[src/rtl/ccd_seq_pkg.sv]
package ccd_seq_pkg;

   typedef enum logic [3:0] {
      S_IDLE,
      S_PAR_GO,
      S_PAR_WAIT,
      S_SER_GO,
      S_SER_WAIT,
      S_SHR,
      S_SHS,
      S_CONV,
      S_DONE
   } seq_state_t;

   typedef struct packed {
      logic dump;    // drain this shift
      logic sample;  // run a sample sequence after this shift
      logic binned;  // shift belongs to a kept window group
   } col_act_t;

endpackage

[src/rtl/ccd_phase_gen.sv]
module ccd_phase_gen #(
   parameter int NPH    = 3,
   parameter int STEP_W = 4
) (
   input  logic              clk,
   input  logic              rst_n,
   input  logic              go,
   input  logic [STEP_W-1:0] step_len,
   output logic [NPH-1:0]    ph,
   output logic              fin
);
   localparam int IDX_W = (NPH > 1) ? $clog2(NPH) : 1;

   if (NPH < 2) begin : g_bad_nph
      $error("ccd_phase_gen: NPH must be at least 2");
   end

   logic              active_q;
   logic              fin_q;
   logic [IDX_W-1:0]  idx_q;
   logic [STEP_W-1:0] cnt_q;
   logic [STEP_W-1:0] len_m1;

   assign len_m1 = (step_len == '0) ? '0 : step_len - STEP_W'(1);

   always_ff @(posedge clk or negedge rst_n) begin
      if (!rst_n) begin
         active_q <= 1'b0;
         fin_q    <= 1'b0;
         idx_q    <= '0;
         cnt_q    <= '0;
      end else begin
         fin_q <= 1'b0;
         if (!active_q) begin
            if (go) begin
               active_q <= 1'b1;
               idx_q    <= '0;
               cnt_q    <= '0;
            end
         end else if (cnt_q == len_m1) begin
            cnt_q <= '0;
            if (idx_q == IDX_W'(NPH - 1)) begin
               active_q <= 1'b0;
               fin_q    <= 1'b1;
            end else begin
               idx_q <= idx_q + IDX_W'(1);
            end
         end else begin
            cnt_q <= cnt_q + STEP_W'(1);
         end
      end
   end

   for (genvar p = 0; p < NPH; p++) begin : g_phase
      assign ph[p] = active_q && (idx_q == IDX_W'(p));
   end

   assign fin = fin_q;

endmodule

[src/rtl/ccd_col_classify.sv]
module ccd_col_classify
   import ccd_seq_pkg::*;
#(
   parameter int COL_W = 10,
   parameter int BIN_W = 3,
   parameter int CNT_W = COL_W + 1
) (
   input  logic [CNT_W-1:0] col,
   input  logic [COL_W-1:0] cols,
   input  logic [COL_W-1:0] win_first,
   input  logic [COL_W-1:0] win_last,
   input  logic             win_ok,
   input  logic [BIN_W-1:0] hbin,
   input  logic [BIN_W-1:0] bcnt,
   output col_act_t         act
);
   if (CNT_W <= COL_W || CNT_W < BIN_W) begin : g_bad_w
      $error("ccd_col_classify: counter too narrow");
   end

   logic             in_win;
   logic [CNT_W-1:0] win_left;

   assign in_win   = win_ok && (col >= CNT_W'(win_first)) && (col <= CNT_W'(win_last));
   assign win_left = CNT_W'(win_last) - col + CNT_W'(1);

   always_comb begin
      act = '0;
      if (col >= CNT_W'(cols)) begin
         act.sample = 1'b1;                      // overscan: one shift, one sample
      end else if (in_win) begin
         if (bcnt == '0 && win_left < CNT_W'(hbin)) begin
            act.dump = 1'b1;                     // incomplete trailing group
         end else begin
            act.binned = 1'b1;
            act.sample = (bcnt + BIN_W'(1)) == hbin;
         end
      end else begin
         act.dump = 1'b1;
      end
   end

endmodule

[src/rtl/ccd_readout_seq.sv]
module ccd_readout_seq
   import ccd_seq_pkg::*;
#(
   parameter int ROW_W  = 10,
   parameter int COL_W  = 10,
   parameter int OS_W   = 6,
   parameter int BIN_W  = 3,
   parameter int STEP_W = 4,
   parameter int NPH    = 3
) (
   input  logic              clk,
   input  logic              rst_n,
   input  logic              start,
   input  logic [ROW_W-1:0]  cfg_rows,
   input  logic [COL_W-1:0]  cfg_cols,
   input  logic [OS_W-1:0]   cfg_overscan,
   input  logic [BIN_W-1:0]  cfg_vbin,
   input  logic [BIN_W-1:0]  cfg_hbin,
   input  logic [COL_W-1:0]  cfg_win_first,
   input  logic [COL_W-1:0]  cfg_win_last,
   input  logic [STEP_W-1:0] cfg_step,
   output logic [NPH-1:0]    par_clk,
   output logic [NPH-1:0]    ser_clk,
   output logic              dump,
   output logic              smp_rst,
   output logic              smp_sig,
   output logic              adc_start,
   output logic              pix_valid,
   output logic              busy,
   output logic              done
);
   localparam int CNT_W = COL_W + 1;

   if (OS_W > COL_W) begin : g_bad_os
      $error("ccd_readout_seq: OS_W must not exceed COL_W");
   end
   if (BIN_W > ROW_W || BIN_W < 1) begin : g_bad_bin
      $error("ccd_readout_seq: BIN_W out of range");
   end

   seq_state_t        state_q;
   logic [ROW_W-1:0]  rows_q, r_q, rows_left;
   logic [COL_W-1:0]  cols_q, wfirst_q, wlast_q, wlast_clip;
   logic [OS_W-1:0]   os_q;
   logic [BIN_W-1:0]  vbin_q, hbin_q, vcnt_q, bcnt_q;
   logic [STEP_W-1:0] step_q;
   logic              win_ok_q, win_ok_in;
   logic [CNT_W-1:0]  col_q, row_len;
   logic              dump_q, samp_q;
   logic              rows_short, par_go, ser_go, par_fin, ser_fin;
   col_act_t          act;

   // window end clipped to the row, evaluated on the live inputs at capture
   assign wlast_clip = (cfg_win_last >= cfg_cols) ? cfg_cols - COL_W'(1) : cfg_win_last;
   assign win_ok_in  = (cfg_cols != '0) && (cfg_win_first <= wlast_clip);

   assign rows_left  = rows_q - r_q;
   assign rows_short = (vcnt_q == '0) && (rows_left < ROW_W'(vbin_q));
   assign row_len    = CNT_W'(cols_q) + CNT_W'(os_q);
   assign par_go     = (state_q == S_PAR_GO) && !rows_short;
   assign ser_go     = (state_q == S_SER_GO) && (col_q != row_len);

   ccd_phase_gen #(.NPH(NPH), .STEP_W(STEP_W)) i_par (
      .clk(clk), .rst_n(rst_n), .go(par_go), .step_len(step_q),
      .ph(par_clk), .fin(par_fin)
   );

   ccd_phase_gen #(.NPH(NPH), .STEP_W(STEP_W)) i_ser (
      .clk(clk), .rst_n(rst_n), .go(ser_go), .step_len(step_q),
      .ph(ser_clk), .fin(ser_fin)
   );

   ccd_col_classify #(.COL_W(COL_W), .BIN_W(BIN_W), .CNT_W(CNT_W)) i_cls (
      .col(col_q), .cols(cols_q), .win_first(wfirst_q), .win_last(wlast_q),
      .win_ok(win_ok_q), .hbin(hbin_q), .bcnt(bcnt_q), .act(act)
   );

   always_ff @(posedge clk or negedge rst_n) begin
      if (!rst_n) begin
         state_q  <= S_IDLE;
         rows_q   <= '0;
         r_q      <= '0;
         cols_q   <= '0;
         wfirst_q <= '0;
         wlast_q  <= '0;
         win_ok_q <= 1'b0;
         os_q     <= '0;
         vbin_q   <= BIN_W'(1);
         hbin_q   <= BIN_W'(1);
         step_q   <= '0;
         vcnt_q   <= '0;
         bcnt_q   <= '0;
         col_q    <= '0;
         dump_q   <= 1'b0;
         samp_q   <= 1'b0;
      end else begin
         case (state_q)
            S_IDLE: if (start) begin
               rows_q   <= cfg_rows;
               cols_q   <= cfg_cols;
               os_q     <= cfg_overscan;
               vbin_q   <= (cfg_vbin == '0) ? BIN_W'(1) : cfg_vbin;
               hbin_q   <= (cfg_hbin == '0) ? BIN_W'(1) : cfg_hbin;
               wfirst_q <= cfg_win_first;
               wlast_q  <= wlast_clip;
               win_ok_q <= win_ok_in;
               step_q   <= cfg_step;
               r_q      <= '0;
               vcnt_q   <= '0;
               state_q  <= S_PAR_GO;
            end
            S_PAR_GO: state_q <= rows_short ? S_DONE : S_PAR_WAIT;
            S_PAR_WAIT: if (par_fin) begin
               r_q <= r_q + ROW_W'(1);
               if ((vcnt_q + BIN_W'(1)) == vbin_q) begin
                  vcnt_q  <= '0;
                  col_q   <= '0;
                  bcnt_q  <= '0;
                  state_q <= S_SER_GO;
               end else begin
                  vcnt_q  <= vcnt_q + BIN_W'(1);
                  state_q <= S_PAR_GO;
               end
            end
            S_SER_GO: begin
               if (col_q == row_len) begin
                  state_q <= S_PAR_GO;
               end else begin
                  dump_q <= act.dump;
                  samp_q <= act.sample;
                  if (act.binned) begin
                     bcnt_q <= act.sample ? '0 : bcnt_q + BIN_W'(1);
                  end
                  state_q <= S_SER_WAIT;
               end
            end
            S_SER_WAIT: if (ser_fin) begin
               dump_q  <= 1'b0;
               col_q   <= col_q + CNT_W'(1);
               state_q <= samp_q ? S_SHR : S_SER_GO;
            end
            S_SHR:   state_q <= S_SHS;
            S_SHS:   state_q <= S_CONV;
            S_CONV:  state_q <= S_SER_GO;
            S_DONE:  state_q <= S_IDLE;
            default: state_q <= S_IDLE;
         endcase
      end
   end

   assign dump      = dump_q;
   assign smp_rst   = (state_q == S_SHR);
   assign smp_sig   = (state_q == S_SHS);
   assign adc_start = (state_q == S_CONV);
   assign pix_valid = (state_q == S_CONV);
   assign busy      = (state_q != S_IDLE);
   assign done      = (state_q == S_DONE);

endmodule

[config.mk]
export PLATFORM = sky130hd
export DESIGN_NAME = ccd_readout_seq
export DESIGN_NICKNAME = d
export VERILOG_FILES = /design/src/rtl/ccd_seq_pkg.sv /design/src/rtl/ccd_phase_gen.sv /design/src/rtl/ccd_col_classify.sv /design/src/rtl/ccd_readout_seq.sv
export SDC_FILE = /design/constraint.sdc
export NUM_CORES = 1
export LEC_CHECK = 0
export CAP_MARGIN = 0
export CORE_MARGIN = 1.5
export CORE_UTILIZATION = 50
export CTS_CLUSTER_DIAMETER = 100
export DETAILED_ROUTE_END_ITERATION = 8
export PLACE_DENSITY_LB_ADDON = 0.2
export SETUP_SLACK_MARGIN = 0.05
export SYNTH_ARGS = -nofsm -noshare
export SYNTH_HDL_FRONTEND = slang
export SYNTH_SLANG_ARGS = --single-unit
[constraint.sdc]
create_clock -name clk -period 4.85 [get_ports clk]
set_clock_uncertainty 0.2 [all_clocks]
set_input_delay 0.485 -clock clk [delete_from_list [all_inputs] [get_ports clk]]
set_output_delay 0.485 -clock clk [all_outputs]
set_load 0.005 [all_outputs]
==> impl_metrics.prom, run 1 <==
# TYPE chip_impl_metric gauge
chip_impl_metric{name="post_cts_resized",unit=""} 0
chip_impl_metric{name="detailedRoute.firstIterationViolations",unit=""} 316
chip_impl_metric{name="mappedNetlistNets",unit=""} 1117
chip_impl_info{name="hold_class",value="primary input to asynchronous set/reset pin"} 1
chip_impl_metric{name="max-slew-margin-rel",unit=""} 0.424
chip_impl_info{name="cp-startpoint",value="cfg_cols[0]"} 1
chip_impl_metric{name="worstPathArrival",unit="ps"} 4240
chip_impl_info{name="mostFrequentLayoutCell",value="sky130_fd_sc_hd__nand2_1"} 1
chip_impl_info{name="critical_path.cell_chain",value="clkdlybuf4s50_1 > ha_1 > nand2b_1 > a21o_1 > a21o_1 > a21oi_1 > o21ai_1 > a2111oi_0 > or2_1 > mux2i_1 > ha_1 > a21oi_1 > nor2b_1 > o21ai_0 > a21oi_1 > a211oi_1 > o21ai_0 > o21ai_0"} 1
chip_impl_metric{name="cts_hold_repair.buffers",unit=""} 0
chip_impl_metric{name="clk_pin_slew",unit="ps"} 70
chip_impl_metric{name="vias_per_cell",unit=""} 5.34
chip_impl_metric{name="tritoncts.num_buffers",unit=""} 9
chip_impl_metric{name="post_synth.cell_area_avg",unit="µm²"} 8.46
chip_impl_metric{name="timing_worst_slew_pin_value",unit="ps"} 864
chip_impl_metric{name="routed_wire_length_per_instance",unit="µm"} 14.4
chip_impl_metric{name="seq_area",unit="µm²"} 2660
chip_impl_metric{name="start_util",unit=""} 0.509
chip_impl_metric{name="final.setup.worst_slack",unit="ps"} 693
chip_impl_metric{name="synth.yosys.seq_area_share",unit=""} 0.330
chip_impl_metric{name="clk-insertion-delay-late",unit="ps"} 360
chip_impl_metric{name="grt_start_max_net_pins",unit=""} 63
chip_impl_metric{name="wire_length_reported_by_the_detailed_router",unit="mm"} 17.7
chip_impl_metric{name="finalMaxSlewViolations",unit=""} 0
chip_impl_info{name="worst_setup_path_end_kind",value="flip-flop"} 1
chip_impl_metric{name="postRouteAntennaNets",unit=""} 0
chip_impl_metric{name="area_of_the_multi_input_gates",unit="µm²"} 4910
chip_impl_metric{name="core-area",unit="µm²"} 15800
chip_impl_metric{name="vias",unit=""} 6561
chip_impl_info{name="critical_path.slowest_cell",value="sky130_fd_sc_hd__clkdlybuf4s50_1"} 1
chip_impl_info{name="final_cell_mix",value="sky130_fd_sc_hd__nand2_1, sky130_fd_sc_hd__dfrtp_1, sky130_fd_sc_hd__ha_1"} 1
chip_impl_metric{name="grt_pass1_wl",unit="mm"} 30.1
chip_impl_metric{name="number_of_max_cap_violations",unit=""} 0
chip_impl_metric{name="antenna_cells",unit=""} 0
chip_impl_metric{name="cts.path.max_buffers",unit=""} 2
chip_impl_metric{name="setup_viol",unit=""} 0
chip_impl_metric{name="post-place-ws",unit="ps"} 303
chip_impl_metric{name="timing.final.crit_period",unit="ps"} 4160
chip_impl_metric{name="drive_gt1_frac",unit=""} 0.0395
chip_impl_metric{name="grt_overflow",unit=""} 0
chip_impl_metric{name="combPwrFrac",unit=""} 0.586
chip_impl_metric{name="power.net_switching",unit="W"} 0.00270
chip_impl_metric{name="power_report.internal_total",unit="W"} 0.00328
chip_impl_metric{name="r2r_cell_count",unit=""} 15
chip_impl_metric{name="fin_area",unit="µm²"} 9230
chip_impl_metric{name="crit_path_max_incr_delay",unit="ps"} 460
chip_impl_metric{name="drc",unit=""} 0
chip_impl_metric{name="grt_util_all_layers",unit=""} 0.225
chip_impl_metric{name="power.share.clock",unit=""} 0.125
chip_impl_metric{name="firstDrtPassIters",unit=""} 5
chip_impl_metric{name="ctsHtreeMaxLevel",unit=""} 3
chip_impl_metric{name="clock_sink_count",unit=""} 106
chip_impl_metric{name="finalCritPeriodShare",unit=""} 0.857
chip_impl_metric{name="synth-edff-count",unit=""} 0
chip_impl_metric{name="synth_seq_cells",unit=""} 106
chip_impl_metric{name="die_area",unit="µm²"} 16900
chip_impl_metric{name="critical_path.max_fanout",unit=""} 8
chip_impl_metric{name="layout.nets",unit=""} 1173
chip_impl_metric{name="floorplan.die.height",unit="µm"} 130
chip_impl_metric{name="synthesis.yosys.warnings",unit=""} 0
chip_impl_metric{name="buffer_count_from_post_cts_setup_fixing",unit=""} 0
chip_impl_metric{name="synth_async_sr_flop_share",unit=""} 1.00
chip_impl_metric{name="chipWidth",unit="µm"} 130
chip_impl_metric{name="power.share.sequential",unit=""} 0.289
chip_impl_metric{name="number_of_standard_cells_after_synthesis",unit=""} 952
chip_impl_info{name="outcome",value="complete, no violations"} 1
chip_impl_metric{name="num-fill-cells",unit=""} 1423
chip_impl_info{name="reg2reg_from",value="col_q[1]"} 1
chip_impl_info{name="cts-root-buf",value="sky130_fd_sc_hd__clkbuf_16"} 1
chip_impl_metric{name="sw_ratio",unit=""} 0.451
chip_impl_metric{name="mappedNetlistArea",unit="µm²"} 8050
chip_impl_metric{name="final_hold_violation_count",unit=""} 0
chip_impl_metric{name="power_density",unit="nW/µm²"} 647
chip_impl_metric{name="detailed_place.area",unit="µm²"} 8940
chip_impl_metric{name="setup_tns",unit="ps"} 0
chip_impl_info{name="ys_dominant_reg_cell",value="sky130_fd_sc_hd__dfrtp_1"} 1
chip_impl_metric{name="grt_antenna_before_repair",unit=""} 0
chip_impl_metric{name="fp_rows",unit=""} 46
chip_impl_info{name="cts_tree",value="built"} 1
chip_impl_metric{name="buffer_ports.inserted",unit=""} 71
chip_impl_info{name="rsz0062_at_grt",value="false"} 1
chip_impl_metric{name="leakagePower",unit="nW"} 4.36
chip_impl_metric{name="synth_cell_type_count",unit=""} 70
chip_impl_info{name="setup.worst_path.start_class",value="primary input"} 1
chip_impl_metric{name="syn2layout_area_growth",unit="%"} 14.6
chip_impl_metric{name="ir_worst_vdd",unit="µV"} 277
chip_impl_info{name="criticalPathCategory",value="primary input to flip-flop"} 1
chip_impl_metric{name="place_hpwl",unit="mm"} 13.8
chip_impl_metric{name="max_freq",unit="MHz"} 241
chip_impl_metric{name="first_global_vias",unit=""} 6343
chip_impl_metric{name="finalWeightedCongestion",unit=""} 0.868
chip_impl_metric{name="design.portCount",unit=""} 72
chip_impl_metric{name="timing.critical_path.required",unit="ps"} 4930
[metal layers]
layer / share of wire / track usage / vias to the layer above
li1: - / - / 3368
met1: 0.50 / 0.315 / 3066
met2: 0.45 / 0.366 / 109
met3: 0.031 / 0.0394 / 18
met4: 0.013 / 0.0529 / 0
met5: 0 / 0 / -
[sequential cells by signal, summed over array words and instances (netlist names), 4 cells and up]
| register | count |
|---|---|
| os_q | 6 |
| rows_q | 10 |
| state_q | 4 |
| r_q | 10 |
| col_q | 11 |
| step_q | 4 |
| cols_q | 10 |
| wfirst_q | 10 |
| wlast_q | 10 |
| i_ser.cnt_q | 4 |
| i_par.cnt_q | 4 |
[cell usage after synthesis, types with 4 or more instances]
master                      count  area (µm²)
sky130_fd_sc_hd__mux2_2         4        45.0
sky130_fd_sc_hd__nor3_1        20         100
sky130_fd_sc_hd__buf_2          5        25.0
sky130_fd_sc_hd__o211ai_1       4        30.0
sky130_fd_sc_hd__o21ai_0       57         285
sky130_fd_sc_hd__and2_1         6        37.5
sky130_fd_sc_hd__o21a_1         4        30.0
sky130_fd_sc_hd__dfrtp_1      104        2600
sky130_fd_sc_hd__xor2_1        20         175
sky130_fd_sc_hd__xnor2_1       38         333
sky130_fd_sc_hd__nand2b_1      12        75.1
sky130_fd_sc_hd__nor4_1         6        37.5
sky130_fd_sc_hd__and3_1         6        37.5
sky130_fd_sc_hd__a21oi_1       43         215
sky130_fd_sc_hd__nand4_1        9        56.3
sky130_fd_sc_hd__or3_1         10        62.6
sky130_fd_sc_hd__mux2i_1       19         190
sky130_fd_sc_hd__clkbuf_1      23        86.3
sky130_fd_sc_hd__o21ai_1       28         140
sky130_fd_sc_hd__a211oi_1       9        67.6
sky130_fd_sc_hd__nor2_1        64         240
sky130_fd_sc_hd__a21o_1        14         105
sky130_fd_sc_hd__nand2_1      145         544
sky130_fd_sc_hd__inv_1         96         360
sky130_fd_sc_hd__ha_1         103        1290
sky130_fd_sc_hd__nor2b_1       11        68.8
sky130_fd_sc_hd__nand3_1       22         110
sky130_fd_sc_hd__o2111ai_1      5        43.8
[power groups by stage]
stage	combinational [W]	sequential, W	clock [W]
2_1_floorplan	0.00283	0.00152	0
3_3_place_gp	0.00342	0.00174	0
3_5_place_dp	0.00350	0.00174	0
4_1_cts	0.00353	0.00173	0.000770
5_1_grt	0.00404	0.00179	0.000801
6_report	0.00350	0.00173	0.000748
[final timing paths]
kind                                  end  slack, ps
setup / recovery                 win_ok_q        690
hold / removal                wfirst_q[9]         30
setup reg to reg                bcnt_q[2]        920
hold reg to reg                 hbin_q[0]        280
max in group asynchronous  i_ser.idx_q[0]       3360
min in group clk                hbin_q[0]        280
[worst max-delay path, delay by kind of cell]
kind / cells / cell delay [ps]
AOI/OAI and AO/OA: 11 / 1770
muxes: 1 / 310
buffers and inverters: 1 / 460
adders and majority gates: 2 / 590
and+or+nand+nor: 3 / 620
[area by class of cell]
cell class | count | share of cell area
inverters | 96 | 0.0390
flip-flops and latches | 106 | 0.288
multi-input cells | 719 | 0.532
repair buffers | 76 | 0.0808
well taps | 216 | 0.0293
clock buffers | 10 | 0.0248
clock inverters | 5 | 0.00691
[per-stage QoR]
step	util	power, W	std cells	hold WS [ps]
6_report	0.583	0.00597	1228	26.0
5_1_grt	0.583	0.00663	1228	78.5
4_1_cts	0.583	0.00603	1228	36.2
3_5_place_dp	0.565	0.00524	1213	269
3_3_place_gp	0.565	0.00515	1213	265
2_1_floorplan	-	0.00435	952	-10.6
[cell families (layout without fill, tap and decap cells)]
kind of cell | Yosys count | after routing | synth area share
AND/OR/NAND/NOR | 329 | 329 | 0.190
AO/OA/AOI/OAI | 201 | 201 | 0.154
buffers and inverters | 127 | 187 | 0.0614
adder cells (fa/ha/maj) | 106 | 106 | 0.167
flip-flops | 106 | 106 | 0.330
XOR/XNOR | 60 | 60 | 0.0679
multiplexers | 23 | 23 | 0.0292
No activity file was read; power rests on OpenSTA's default activity.
==> run 2: changes to the inputs <==
==> constraint.sdc (replaced) <==
create_clock -name clk -period 3.5 [get_ports clk]
set_clock_uncertainty 0.2 [all_clocks]
set_input_delay 0.35 -clock clk [delete_from_list [all_inputs] [get_ports clk]]
set_output_delay 0.35 -clock clk [all_outputs]
set_load 0.005 [all_outputs]
==> run 2 against run 1 <==
Register-to-register slack got worse by 800 ps. Sequential power rose by 30%. Clock power grew 32%. First-iteration DRC count decreased by 23%. Cell count rose by 7.6%. Routed wire length grew 9.1%. Clock-buffer cell count grew 1. Sequential share of layout area is 3.0 points lower. Power rose by 55%. Via count grew 5.2%. Critical path type is now flip-flop to flip-flop. Largest cell class unchanged.
==> impl_metrics.prom, run 2 (same netlist as run 1, synthesis figures left out) <==
# TYPE chip_impl_metric gauge
chip_impl_metric{name="first_global_vias",unit=""} 6625
chip_impl_info{name="hold_path_end",value="cols_q[1]"} 1
chip_impl_metric{name="buffer_ports.inserted",unit=""} 71
chip_impl_info{name="cts-root-buf",value="sky130_fd_sc_hd__clkbuf_16"} 1
chip_impl_metric{name="grt_start_max_net_pins",unit=""} 68
chip_impl_metric{name="design.portCount",unit=""} 72
chip_impl_info{name="hold_class",value="primary input to flip-flop"} 1
chip_impl_metric{name="global_route.usage.met3",unit=""} 0.0439
chip_impl_info{name="criticalPathCategory",value="flip-flop to flip-flop"} 1
chip_impl_metric{name="ir_worst_vdd",unit="µV"} 365
chip_impl_metric{name="vias",unit=""} 6905
chip_impl_metric{name="floorplan.die.height",unit="µm"} 130
chip_impl_metric{name="routed_wire_length_per_instance",unit="µm"} 14.6
chip_impl_metric{name="max-slew-margin-rel",unit=""} 0.414
chip_impl_metric{name="core-area",unit="µm²"} 15800
chip_impl_info{name="mostFrequentLayoutCell",value="sky130_fd_sc_hd__nand2_1"} 1
chip_impl_info{name="worst_setup_path_end_kind",value="flip-flop"} 1
chip_impl_metric{name="worstPathArrival",unit="ps"} 3440
chip_impl_metric{name="drive_gt1_frac",unit=""} 0.165
chip_impl_metric{name="timing.critical_path.required",unit="ps"} 3560
chip_impl_metric{name="finalWeightedCongestion",unit=""} 0.857
chip_impl_metric{name="fraction_of_met2_tracks_used_by_global_routing",unit=""} 0.400
chip_impl_metric{name="postRouteAntennaNets",unit=""} 0
chip_impl_metric{name="place_hpwl",unit="mm"} 14.7
chip_impl_metric{name="grt_antenna_before_repair",unit=""} 0
chip_impl_metric{name="fp_rows",unit=""} 46
chip_impl_metric{name="r2r_setup_slk",unit="ps"} 120
chip_impl_metric{name="antenna_cells",unit=""} 0
chip_impl_metric{name="max_freq",unit="MHz"} 295
chip_impl_info{name="setup.worst_path.start_class",value="flip-flop"} 1
chip_impl_metric{name="die_area",unit="µm²"} 16900
chip_impl_metric{name="largest_register_ff_count",unit=""} 11
chip_impl_metric{name="power_density",unit="nW/µm²"} 899
chip_impl_metric{name="num-fill-cells",unit=""} 1340
chip_impl_metric{name="firstDrtPassIters",unit=""} 4
chip_impl_info{name="final_cell_mix",value="sky130_fd_sc_hd__nand2_1, sky130_fd_sc_hd__dfrtp_1, sky130_fd_sc_hd__ha_1"} 1
chip_impl_metric{name="grt_util_all_layers",unit=""} 0.238
chip_impl_metric{name="start_util",unit=""} 0.509
chip_impl_info{name="timing.critical_path.max_delay_family",value="compound AO/OA/AOI/OAI gates"} 1
chip_impl_metric{name="drc",unit=""} 0
chip_impl_metric{name="chipWidth",unit="µm"} 130
chip_impl_info{name="critical_path.slowest_cell",value="sky130_fd_sc_hd__dfrtp_1"} 1
chip_impl_metric{name="setup_viol",unit=""} 0
chip_impl_metric{name="finalPower",unit="W"} 0.00926
chip_impl_metric{name="cts.path.max_buffers",unit=""} 2
chip_impl_metric{name="r2r_cell_count",unit=""} 14
chip_impl_metric{name="timing.final.crit_period",unit="ps"} 3380
chip_impl_metric{name="crit_path_max_incr_delay",unit="ps"} 350
chip_impl_metric{name="grt_overflow",unit=""} 0
chip_impl_metric{name="vias_per_cell",unit=""} 5.23
chip_impl_metric{name="clock_sink_count",unit=""} 106
chip_impl_metric{name="ctsHtreeMaxLevel",unit=""} 3
chip_impl_metric{name="layout.nets",unit=""} 1265
chip_impl_metric{name="detailedRoute.firstIterationViolations",unit=""} 244
chip_impl_metric{name="hold_slack",unit="ps"} 121
chip_impl_metric{name="tritoncts.num_buffers",unit=""} 9
chip_impl_metric{name="number_of_max_cap_violations",unit=""} 0
chip_impl_info{name="grt.busiest_layer",value="met2"} 1
chip_impl_metric{name="grt_pass1_wl",unit="mm"} 31.6
chip_impl_metric{name="grt.met1_usage",unit=""} 0.317
chip_impl_info{name="max_flop_register",value="col_q"} 1
chip_impl_info{name="reg2reg_from",value="col_q[2]"} 1
chip_impl_info{name="crit-reg2reg-capture",value="bcnt_q[2]"} 1
chip_impl_metric{name="timing_worst_slew_pin_value",unit="ps"} 879
chip_impl_info{name="rsz0062_at_grt",value="true"} 1
chip_impl_metric{name="critical_path.max_fanout",unit=""} 4
chip_impl_metric{name="worstPathBufferInverterCount",unit=""} 3
chip_impl_info{name="worstHoldStart",value="cfg_cols[1]"} 1
chip_impl_info{name="critical_path.cell_chain",value="inv_1 > ha_1 > buf_4 > ha_1 > a21o_1 > o2111ai_2 > nand4_1 > a21oi_2 > mux2_4 > a211oi_4 > a21boi_1 > buf_4 > a21bo_1 > a32o_2"} 1
chip_impl_metric{name="syn2layout_area_growth",unit="%"} 27.9
chip_impl_metric{name="clk-insertion-delay-late",unit="ps"} 360
chip_impl_metric{name="wire_length_reported_by_the_detailed_router",unit="mm"} 19.3
chip_impl_metric{name="final_hold_violation_count",unit=""} 0
chip_impl_info{name="outcome",value="complete, no violations"} 1
chip_impl_metric{name="clk_pin_slew",unit="ps"} 70
chip_impl_metric{name="leakagePower",unit="nW"} 4.85
chip_impl_metric{name="finalCritPeriodShare",unit=""} 0.967
chip_impl_metric{name="worst_hold_path.num_cells",unit=""} 4
chip_impl_metric{name="finalMaxSlewViolations",unit=""} 0
chip_impl_info{name="cts_tree",value="built"} 1
-- run 2: worst max-delay path by stage --
stage,from,end,slack (ps),depth (start not counted)
after floorplan,col_q[1],bcnt_q[2],60,15
after global placement,cfg_win_last[0],win_ok_q,-590,18
after detailed placement,cfg_win_last[0],win_ok_q,-690,18
after CTS,col_q[2],bcnt_q[2],50,13
after global routing,wlast_q[1],bcnt_q[2],-20,16
final,col_q[2],bcnt_q[2],120,14
-- run 2: metal layers --
metal,vias up,wire (µm)
met5,-,0
met1,3242,9250
met4,0,258
li1,3552,-
met2,94,9260
met3,17,571
-- run 2: worst register-to-register path, cell delays in order (launching register included) --
cell,delay (ps)
sky130_fd_sc_hd__dfrtp_1,350
sky130_fd_sc_hd__inv_1,60
sky130_fd_sc_hd__ha_1,300
sky130_fd_sc_hd__buf_4,140
sky130_fd_sc_hd__ha_1,280
sky130_fd_sc_hd__a21o_1,200
sky130_fd_sc_hd__o2111ai_2,70
sky130_fd_sc_hd__nand4_1,170
sky130_fd_sc_hd__a21oi_2,180
sky130_fd_sc_hd__mux2_4,330
sky130_fd_sc_hd__a211oi_4,340
sky130_fd_sc_hd__a21boi_1,110
sky130_fd_sc_hd__buf_4,170
sky130_fd_sc_hd__a21bo_1,160
sky130_fd_sc_hd__a32o_2,210
-- run 2: area by class of cell --
class	count	area, µm²	area share
well taps	216	270	0.0262
multi-input cells	719	5270	0.512
flip-flops and latches	106	2660	0.258
clock buffers	11	243	0.0236
inverters	96	363	0.0352
clock inverters	5	40.0	0.00389
repair buffers	168	1460	0.142
-- run 2: report_power, final --
part,internal (W),total [W],switching (W)
registers,0.00175,0.00225,0.000502
clock network,0.000507,0.000990,0.000484
logic,0.00286,0.00602,0.00315
total,0.00512,0.00926,0.00414
-- run 2: per-stage QoR --
stage / utilization / instances / instance area, µm² / setup TNS (ps) / setup slack [ps]
2_1_floorplan: - / 952 / 8060 / 0 / 56.6
3_3_place_gp: 0.602 / 1289 / 9520 / -665 / -591
3_5_place_dp: 0.602 / 1289 / 9520 / -1320 / -687
4_1_cts: 0.633 / 1315 / 10000 / 0 / 53.8
5_1_grt: 0.651 / 1321 / 10300 / -28.2 / -23.2
6_report: 0.651 / 1321 / 10300 / 0 / 115
-- run 2: what timing repair did --
| item | 4_1_cts | 5_1_grt |
|---|---|---|
| endpoints found under the hold margin | 63 | 0 |
| hold buffers | 1 | 0 |
| setup endpoints to repair | 6 | 16 |
| setup buffers | 9 | 6 |
| resized for setup | 34 | 52 |
| pin swaps | 25 | 23 |
==> run 3: changes to the inputs <==
--- a/config.mk
+++ b/config.mk
@@ -10,8 +10,10 @@
 export CORE_UTILIZATION = 50
 export CTS_CLUSTER_DIAMETER = 100
 export DETAILED_ROUTE_END_ITERATION = 8
+export HOLD_SLACK_MARGIN = 0.12
 export PLACE_DENSITY_LB_ADDON = 0.2
 export SETUP_SLACK_MARGIN = 0.05
+export SLEW_MARGIN = 40
 export SYNTH_ARGS = -nofsm -noshare
 export SYNTH_HDL_FRONTEND = slang
 export SYNTH_SLANG_ARGS = --single-unit
==> run 3 against run 2 <==
The flow now finishes with violations (setup timing). Sequential power is essentially flat. First-iteration DRC count grew 38%. Combinational power shrank 4.2%. Critical path depth grew 2. Cell count shrank 0.30%. Hold slack gained 2.9 ps. Sequential share of layout area grew 0.38 points. Final area shrank 1.5%. Worst setup slack lost 120 ps. Via count grew 0.13%. Non-clock buffer count shrank 4. Routed wire length is essentially flat.
==> impl_metrics.prom, run 3 (same netlist as run 1, synthesis figures left out) <==
# TYPE chip_impl_metric gauge
chip_impl_metric{name="seq_area",unit="µm²"} 2660
chip_impl_metric{name="place_hpwl",unit="mm"} 14.6
chip_impl_metric{name="grt_antenna_before_repair",unit=""} 0
chip_impl_metric{name="detailedRoute.firstIterationViolations",unit=""} 337
chip_impl_info{name="criticalPathCategory",value="flip-flop to flip-flop"} 1
chip_impl_metric{name="critical_path.max_fanout",unit=""} 6
chip_impl_info{name="worstHoldStart",value="cfg_cols[1]"} 1
chip_impl_metric{name="max_freq",unit="MHz"} 285
chip_impl_metric{name="syn2layout_area_growth",unit="%"} 26.0
chip_impl_metric{name="finalCritPeriodShare",unit=""} 1.00
chip_impl_info{name="rsz0062_at_grt",value="true"} 1
chip_impl_metric{name="floorplan.die.height",unit="µm"} 130
chip_impl_metric{name="design.portCount",unit=""} 72
chip_impl_metric{name="power_density",unit="nW/µm²"} 888
chip_impl_metric{name="buffer_ports.inserted",unit=""} 71
chip_impl_info{name="outcome",value="finished, violations left"} 1
chip_impl_metric{name="fp_rows",unit=""} 46
chip_impl_metric{name="first_global_vias",unit=""} 6603
chip_impl_metric{name="final_core_util",unit=""} 0.641
chip_impl_metric{name="post-place-ws",unit="ps"} -690
chip_impl_metric{name="cts.path.max_buffers",unit=""} 2
chip_impl_metric{name="chipWidth",unit="µm"} 130
chip_impl_metric{name="start_util",unit=""} 0.509
chip_impl_info{name="setup.worst_path.start_class",value="flip-flop"} 1
chip_impl_metric{name="tritoncts.num_buffers",unit=""} 9
chip_impl_metric{name="ir_worst_vdd",unit="µV"} 362
chip_impl_info{name="cp-startpoint",value="col_q[1]"} 1
chip_impl_metric{name="drc",unit=""} 0
chip_impl_metric{name="setup_viol",unit=""} 1
chip_impl_metric{name="ctsHtreeMaxLevel",unit=""} 3
chip_impl_metric{name="timing.critical_path.required",unit="ps"} 3610
chip_impl_metric{name="timing_worst_slew_pin_value",unit="ps"} 753
chip_impl_info{name="cts-root-buf",value="sky130_fd_sc_hd__clkbuf_16"} 1
chip_impl_metric{name="routed_wire_length_per_instance",unit="µm"} 14.7
chip_impl_metric{name="finalMaxSlewViolations",unit=""} 0
chip_impl_info{name="reg2reg_from",value="col_q[1]"} 1
chip_impl_info{name="cts_tree",value="built"} 1
chip_impl_info{name="hold_class",value="primary input to flip-flop"} 1
chip_impl_metric{name="timing.final.crit_period",unit="ps"} 3500
chip_impl_info{name="max_flop_register",value="col_q"} 1
chip_impl_metric{name="clock_sink_count",unit=""} 106
chip_impl_metric{name="core-area",unit="µm²"} 15800
chip_impl_info{name="mostFrequentLayoutCell",value="sky130_fd_sc_hd__nand2_1"} 1
chip_impl_metric{name="num-fill-cells",unit=""} 1365
chip_impl_metric{name="firstDrtPassIters",unit=""} 4
chip_impl_metric{name="r2r_cell_count",unit=""} 16
chip_impl_metric{name="grt_start_max_net_pins",unit=""} 68
chip_impl_metric{name="postRouteAntennaNets",unit=""} 0
chip_impl_metric{name="final.setup.worst_slack",unit="ps"} -4.59
chip_impl_metric{name="wire_length_reported_by_the_detailed_router",unit="mm"} 19.3
chip_impl_metric{name="worstPathArrival",unit="ps"} 3610
chip_impl_metric{name="number_of_max_cap_violations",unit=""} 0
chip_impl_metric{name="antenna_cells",unit=""} 0
chip_impl_metric{name="clk-insertion-delay-late",unit="ps"} 360
chip_impl_metric{name="grt_pass1_wl",unit="mm"} 31.6
chip_impl_metric{name="clk_pin_slew",unit="ps"} 70
chip_impl_info{name="final_cell_mix",value="sky130_fd_sc_hd__nand2_1, sky130_fd_sc_hd__dfrtp_1, sky130_fd_sc_hd__ha_1"} 1
chip_impl_metric{name="area_of_the_multi_input_gates",unit="µm²"} 5160
chip_impl_metric{name="die_area",unit="µm²"} 16900
chip_impl_metric{name="layout.nets",unit=""} 1261
chip_impl_metric{name="max-slew-margin-rel",unit=""} 0.498
chip_impl_metric{name="vias_per_cell",unit=""} 5.25
chip_impl_metric{name="leakagePower",unit="nW"} 4.80
chip_impl_info{name="violations",value="setup timing"} 1
chip_impl_metric{name="grt_util_all_layers",unit=""} 0.238
chip_impl_metric{name="finalWeightedCongestion",unit=""} 0.857
chip_impl_metric{name="hold_slack",unit="ps"} 124
chip_impl_info{name="worst_setup_path_end_kind",value="flip-flop"} 1
chip_impl_metric{name="worst_hold_path.num_cells",unit=""} 4
chip_impl_metric{name="vias",unit=""} 6914
chip_impl_metric{name="final_hold_violation_count",unit=""} 0
chip_impl_metric{name="drive_gt1_frac",unit=""} 0.155
chip_impl_metric{name="largest_register_ff_count",unit=""} 11
chip_impl_metric{name="grt_overflow",unit=""} 0
-- run 3: cell types whose count changed in the layout (fill, tap and decap cells not counted), moves of 2 or more --
cell,before,now
sky130_fd_sc_hd__buf_4,91,88
sky130_fd_sc_hd__mux2i_4,7,4
sky130_fd_sc_hd__ha_1,94,96
sky130_fd_sc_hd__ha_4,9,7
sky130_fd_sc_hd__inv_2,4,6
sky130_fd_sc_hd__mux2i_2,3,5
-- run 3: cell type report --
type | instances | share of cell area
multi-input cells | 719 | 0.508
flip-flops and latches | 106 | 0.262
repair buffers | 164 | 0.140
inverters | 96 | 0.0355
well taps | 216 | 0.0266
clock buffers | 11 | 0.0239
clock inverters | 5 | 0.00394
-- run 3: per-layer routing --
layer | part of all wire | wire length (µm) | track usage | vias to the layer above
met5 | 0 | 0 | 0 | -
met3 | 0.026 | 497 | 0.0414 | 25
met2 | 0.48 | 9190 | 0.400 | 87
met1 | 0.48 | 9320 | 0.317 | 3255
li1 | - | - | - | 3547
met4 | 0.016 | 316 | 0.0641 | 0
-- run 3: through the flow --
step	std cells	TNS [ps]	instance area [µm²]	power, W
floorplan	952	0	8060	0.00603
global placement	1289	-665	9520	0.00754
detailed placement	1289	-1340	9520	0.00770
CTS	1315	0	10000	0.00887
global route	1317	-272	10100	0.00988
finish	1317	-4.59	10100	0.00902
-- run 3: critical path, cell delays in order (launching register included) --
cell	delay (ps)
sky130_fd_sc_hd__dfrtp_1	420
sky130_fd_sc_hd__ha_4	260
sky130_fd_sc_hd__inv_2	60
sky130_fd_sc_hd__ha_4	120
sky130_fd_sc_hd__inv_2	30
sky130_fd_sc_hd__fa_2	520
sky130_fd_sc_hd__inv_2	40
sky130_fd_sc_hd__ha_4	150
sky130_fd_sc_hd__nor2_4	80
sky130_fd_sc_hd__nand3_2	80
sky130_fd_sc_hd__a211oi_2	240
sky130_fd_sc_hd__o2111ai_2	160
sky130_fd_sc_hd__nor4_2	320
sky130_fd_sc_hd__a211oi_2	150
sky130_fd_sc_hd__a31o_2	310
sky130_fd_sc_hd__a21bo_1	180
sky130_fd_sc_hd__a32o_2	110
-- run 3: power by group --
part,total (W),leakage (nW),internal [W],switching [W]
Clock,0.000993,0.140,0.000507,0.000486
Combinational,0.00577,3.34,0.00274,0.00303
Sequential,0.00225,1.32,0.00175,0.000504
Total,0.00902,4.80,0.00500,0.00402
-- run 3: final timing paths --
kind / slack [ps] / end
max: -5 / bcnt_q[2]
min: 120 / cols_q[1]
max reg2reg: -5 / bcnt_q[2]
min reg2reg: 280 / vbin_q[0]
max in group asynchronous: 1980 / state_q[2]
min in group asynchronous: 370 / bcnt_q[2]
-- run 3: what timing repair did --
action | CTS | global route
hold endpoints to repair | 63 | 0
hold buffers | 1 | 0
gates resized for setup | 35 | 33
endpoints found under the setup margin | 6 | 20
setup buffers | 9 | 3
pin swaps | 25 | 29
